**src/rtl/uart_irq_ctrl.sv**
```systemverilog
module uart_irq_ctrl #(
  parameter int DEPTH = 32,
  parameter int CW    = $clog2(DEPTH) + 1,
  parameter int SW    = 11
) (
  input  logic          clk,
  input  logic          rst_n,
  input  logic [CW-1:0] rx_count,
  input  logic [CW-1:0] tx_count,
  input  logic          ev_timeout,
  input  logic          ev_frame,
  input  logic          ev_parity,
  input  logic          ev_break,
  input  logic          ev_overrun,
  input  logic          mask_we,
  input  logic          clr_we,
  input  logic          lvl_we,
  input  logic [SW-1:0] wdata,
  output logic [SW-1:0] raw_stat,
  output logic [SW-1:0] mask_stat,
  output logic          irq
);
  localparam int LO = 4;
  localparam int NB = SW - LO;

  function automatic logic [CW-1:0] thr_of(input logic [2:0] code);
    int k;
    case (code)
      3'd0:    k = 1;
      3'd1:    k = 2;
      3'd3:    k = 6;
      3'd4:    k = 7;
      default: k = 4;
    endcase
    return CW'((DEPTH * k) / 8);
  endfunction

  logic [NB-1:0] raw_q, mask_q, set_v, clr_v;
  logic [2:0]    tx_code, rx_code;
  logic          rx_prev, tx_prev, rx_cond, tx_cond;

  assign rx_cond = rx_count >= thr_of(rx_code);
  assign tx_cond = tx_count <= thr_of(tx_code);
  assign set_v   = {ev_overrun, ev_break, ev_parity, ev_frame, ev_timeout,
                    tx_cond & ~tx_prev, rx_cond & ~rx_prev};
  assign clr_v   = clr_we ? wdata[SW-1:LO] : '0;

  always_ff @(posedge clk or negedge rst_n) begin
    if (!rst_n) begin
      raw_q   <= '0;
      mask_q  <= '0;
      tx_code <= '0;
      rx_code <= '0;
      rx_prev <= 1'b0;
      tx_prev <= 1'b0;
      irq     <= 1'b0;
    end else begin
      raw_q   <= set_v | (raw_q & ~clr_v);
      rx_prev <= rx_cond;
      tx_prev <= tx_cond;
      irq     <= |(raw_q & mask_q);
      if (mask_we) mask_q <= wdata[SW-1:LO];
      if (lvl_we) begin
        tx_code <= wdata[2:0];
        rx_code <= wdata[5:3];
      end
    end
  end

  assign raw_stat  = {raw_q, {LO{1'b0}}};
  assign mask_stat = {raw_q & mask_q, {LO{1'b0}}};

  generate
    for (genvar i = 2; i < NB; i++) begin : g_err
      a_r2_sticky: assert property (@(posedge clk) disable iff (!rst_n)
        (raw_stat[LO+i] && !(clr_we && wdata[LO+i])) |=> raw_stat[LO+i]);
    end
  endgenerate

  a_r2_frame_sets: assert property (@(posedge clk) disable iff (!rst_n)
    ev_frame |=> raw_stat[7]);
  a_r3_clear: assert property (@(posedge clk) disable iff (!rst_n)
    (clr_we && wdata[8] && !ev_parity) |=> !raw_stat[8]);
  a_r4_rx_rise: assert property (@(posedge clk) disable iff (!rst_n)
    (rx_cond && !rx_prev) |=> raw_stat[4]);
  a_r8_irq: assert property (@(posedge clk) disable iff (!rst_n)
    irq |-> $past(|mask_stat));
endmodule

```
**config.mk**
```make
export PLATFORM = sky130hd
export DESIGN_NAME = uart_irq_ctrl
export DESIGN_NICKNAME = d
export VERILOG_FILES = /design/src/rtl/uart_irq_ctrl.sv
export SDC_FILE = /design/constraint.sdc
export NUM_CORES = 1
export LEC_CHECK = 0
export BUFFER_PORTS_ARGS = -buffer_cell sky130_fd_sc_hd__buf_2
export CORE_ASPECT_RATIO = 0.5
export CORE_UTILIZATION = 40
export DETAILED_ROUTE_END_ITERATION = 10
export PLACE_DENSITY = 0.75
export SKIP_CTS_REPAIR_TIMING = 1
export SYNTH_ARGS = -nofsm -noshare
export SYNTH_HDL_FRONTEND = slang
export SYNTH_SLANG_ARGS = --single-unit
```
**constraint.sdc**
```tcl
create_clock -name clk -period 1.7 [get_ports clk]
set_input_delay 0.085 -clock clk [delete_from_list [all_inputs] [get_ports clk]]
set_output_delay 0.085 -clock clk [all_outputs]
set_load 0.05 [all_outputs]
```
==> flow_metrics.env <==
export IMPL_outcome="finished with violations"
export IMPL_violations="setup timing"
export IMPL_dr_pass1_iters=4
export IMPL_drv_cap=0
export IMPL_grtUsageTotal=0.1560
export IMPL_critPathKind="reg2reg"
export IMPL_num_vias=918
export IMPL_grt_pass1_wl_um=3491
export IMPL_synth_edff_count=0
export IMPL_switching_share=0.3580
export IMPL_grt_pass1_vias=774
export IMPL_cp_data_arrival_time_ps=1920
export IMPL_min_period_ps=1771
export IMPL_cp_max_fo=3
export IMPL_p_comb_frac=0.337
export IMPL_synth_cells=99
export IMPL_final_antenna_net_count=0
export IMPL_r2r_end="rx_prev$_DFF_PN0_"
export IMPL_crit_path_end="rx_prev$_DFF_PN0_"
export IMPL_ir_worst_vdd_mv=0.4724
export IMPL_cts_buffers=3
export IMPL_syn_avg_cell_area_sq_um=11.58
export IMPL_p_per_area_nw_per_um2=980.7
export IMPL_whs_ps=0.6377
export IMPL_clock_sinks=23
export IMPL_crit_path_start="rx_code[0]$_DFFE_PN0P_"
export IMPL_yosys_cell_types_count=25
export IMPL_tightest_slew_ps=506.3
export IMPL_r2r_slack_ps=-70
export IMPL_synth_ff_type="dfrtp_1"
export IMPL_drt_iter0_markers=37
export IMPL_grt_overflow_total=0
export IMPL_hold_violations=0
export IMPL_p_leak_nw=0.7500
export IMPL_dieArea_sq_um=3096
export IMPL_htreeDepth=1
export IMPL_end_kind="flop"
export IMPL_avgViaCountPerCell=4.781
export IMPL_place_ws_ps=-114.7
export IMPL_yosysMostFrequentCell="dfrtp_1"
export IMPL_clk_path_buf_depth=2
export IMPL_post_dp_hpwl_um=1697
export IMPL_intPower_uw=954.8
export IMPL_die_h_um=39.85
export IMPL_cts_root_buffer="clkbuf_8"
export IMPL_pin_count=56
export IMPL_clock_fmax_mhz=564.7
export IMPL_timing_rr_start="rx_code[0]$_DFFE_PN0P_"
export IMPL_hold_path_class="in2reg"
export IMPL_slew_viol_final=0
export IMPL_place_congestion=0.7371
export IMPL_synth_top_cell_by_area="dfrtp_1"
export IMPL_grt_max_degree=24
export IMPL_cp_required_ps=1850
export IMPL_die_w_um=77.70
export IMPL_rsz0062_at_grt="true"
export IMPL_drc=0
export IMPL_ys_async_sr_fraction=1.000
export IMPL_setup_ws_ps=-70.91
export IMPL_ys_ff_latch=23
export IMPL_wl_um=2147
export IMPL_start_kind="flop"
export IMPL_port_buffers=47
export IMPL_fin_skew_ps=4.986
export IMPL_synth_area_sq_um=1146
export IMPL_fin_crit_sh=1.042
export IMPL_ys_warn_count=0
export IMPL_core_area_sq_um=2651
export IMPL_pwr_share_seq=0.436
export IMPL_drive_above_1_share=0.4839
export IMPL_diodes=0
export IMPL_synth_top_area_share=0.5022
export IMPL_tritoncts="yes"
export IMPL_reg2reg_depth=6
export IMPL_clk_latency_ps=260
export IMPL_ys_seq_area_frac=0.5022
export IMPL_clk_pin_slew_ps=80
export IMPL_netlist_top_cells_count="23 x dfrtp_1, 13 x mux2_2, 8 x buf_4, 8 x nor2_1, 7 x nand2_1"
export IMPL_p_clk_frac=0.226
export IMPL_switching_power_uw=532.5
export IMPL_maxSlewHeadroom=0.6625
export IMPL_fin_util=0.5720
export IMPL_setup_violations_final=2
export IMPL_routedWlPerCell_um=11.18
export IMPL_start_util=0.4323
export IMPL_antenna_found_initial=0
export IMPL_std_cell_rows=13
export IMPL_syn_to_final_growth_pct=32.31
export IMPL_nNetsFinal=195
export IMPL_synth_area_leaders="dfrtp_1 50%, mux2_2 13%, ha_1 6.6%, buf_4 5.2%, a21o_1 3.3%"
==> state kept, by name (all words and copies together) (netlist names) <==
| register | flops |
|---|---|
| mask_q | 7 |
| raw_q | 7 |
| rx_code | 3 |
| tx_code | 3 |
| irq | 1 |
| rx_prev | 1 |
| tx_prev | 1 |
==> worst max-delay path, stage by stage, from the launching register on <==
cell and delay (ps):
dfrtp_1 410, nor2_2 110, mux2i_1 100, ha_1 310, nor2b_1 130, a311o_1 290
a211o_1 310
==> cell usage in the layout (no fill, tap or decap), drive strengths merged, types with 3 or more instances in the layout <==
| cell type | count |
|---|---|
| buf | 50 |
| dfrtp | 23 |
| mux2 | 13 |
| conb | 8 |
| nor2 | 8 |
| nand2 | 7 |
| and2 | 7 |
| ha | 6 |
| a21o | 5 |
| dlygate4sd3 | 5 |
| clkbuf | 3 |
==> power by group through the flow <==
stage,registers [mW],logic [mW],clock network [mW]
3_3_place_gp,0.655,0.485,0
4_1_cts,0.649,0.495,0.348
3_5_place_dp,0.660,0.493,0
2_1_floorplan,0.734,0.296,0
5_1_grt,0.659,0.544,0.380
6_report,0.649,0.502,0.336
==> cells by family (layout without fill, tap and decap cells) <==
logic type | Yosys count | after routing | share of synthesized area
AOI/OAI and AO/OA | 14 | 14 | 0.09171
adders and majority gates | 6 | 6 | 0.06550
buffers and inverters | 12 | 61 | 0.06551
DFF | 23 | 23 | 0.5022
muxes | 15 | 15 | 0.1452
other | 1 | 8 | 0.003272
and+or+nand+nor | 28 | 28 | 0.1266
==> per-stage QoR <==
| stage | total power, mW | instance area (sq um) | cells | setup TNS (ps) |
|---|---|---|---|---|
| floorplan | 1.030 | 1181 | 106 | -60.07 |
| global placement | 1.140 | 1410 | 182 | -35.16 |
| detailed placement | 1.153 | 1410 | 182 | -222.7 |
| CTS | 1.492 | 1456 | 186 | -272.7 |
| global route | 1.584 | 1516 | 192 | -257.0 |
| finish | 1.487 | 1516 | 192 | -131.1 |
==> worst min-delay path by stage <==
stage                      from               endpoint  slack, ps  cells after the start
finish                ev_parity     raw_q[4]$_DFF_PN0_        0.6                      2
global route        tx_count[5]      tx_prev$_DFF_PN0_          3                      2
CTS                       rst_n  mask_q[4]$_DFFE_PN0P_       -200                      1
detailed placement        rst_n      tx_prev$_DFF_PN0_         90                      1
global placement          rst_n      tx_prev$_DFF_PN0_         90                      1
floorplan                 rst_n          irq$_DFF_PN0_       -210                      0
==> layer usage <==
layer / wire (um) / track usage / vias up / share of wire
met5: 0 / 0 / - / 0
met4: 12 / 0.04245 / 0 / 0.0056
met3: 146 / 0.04186 / 2 / 0.068
met2: 1047 / 0.2832 / 40 / 0.49
met1: 940 / 0.1893 / 433 / 0.44
li1: - / - / 443 / -
==> final cells by class <==
cell class | instances | area, sq um
Clock buffer | 3 | 41.29
Fill cell | 232 | 1135
Clock inverter | 1 | 5.005
Sequential cell | 23 | 579.3
Multi-Input combinational cell | 71 | 529.3
Timing Repair Buffer | 55 | 307.8
Inverter | 2 | 7.507
Tap cell | 37 | 46.29
No activity file was read; power rests on OpenSTA's default activity.
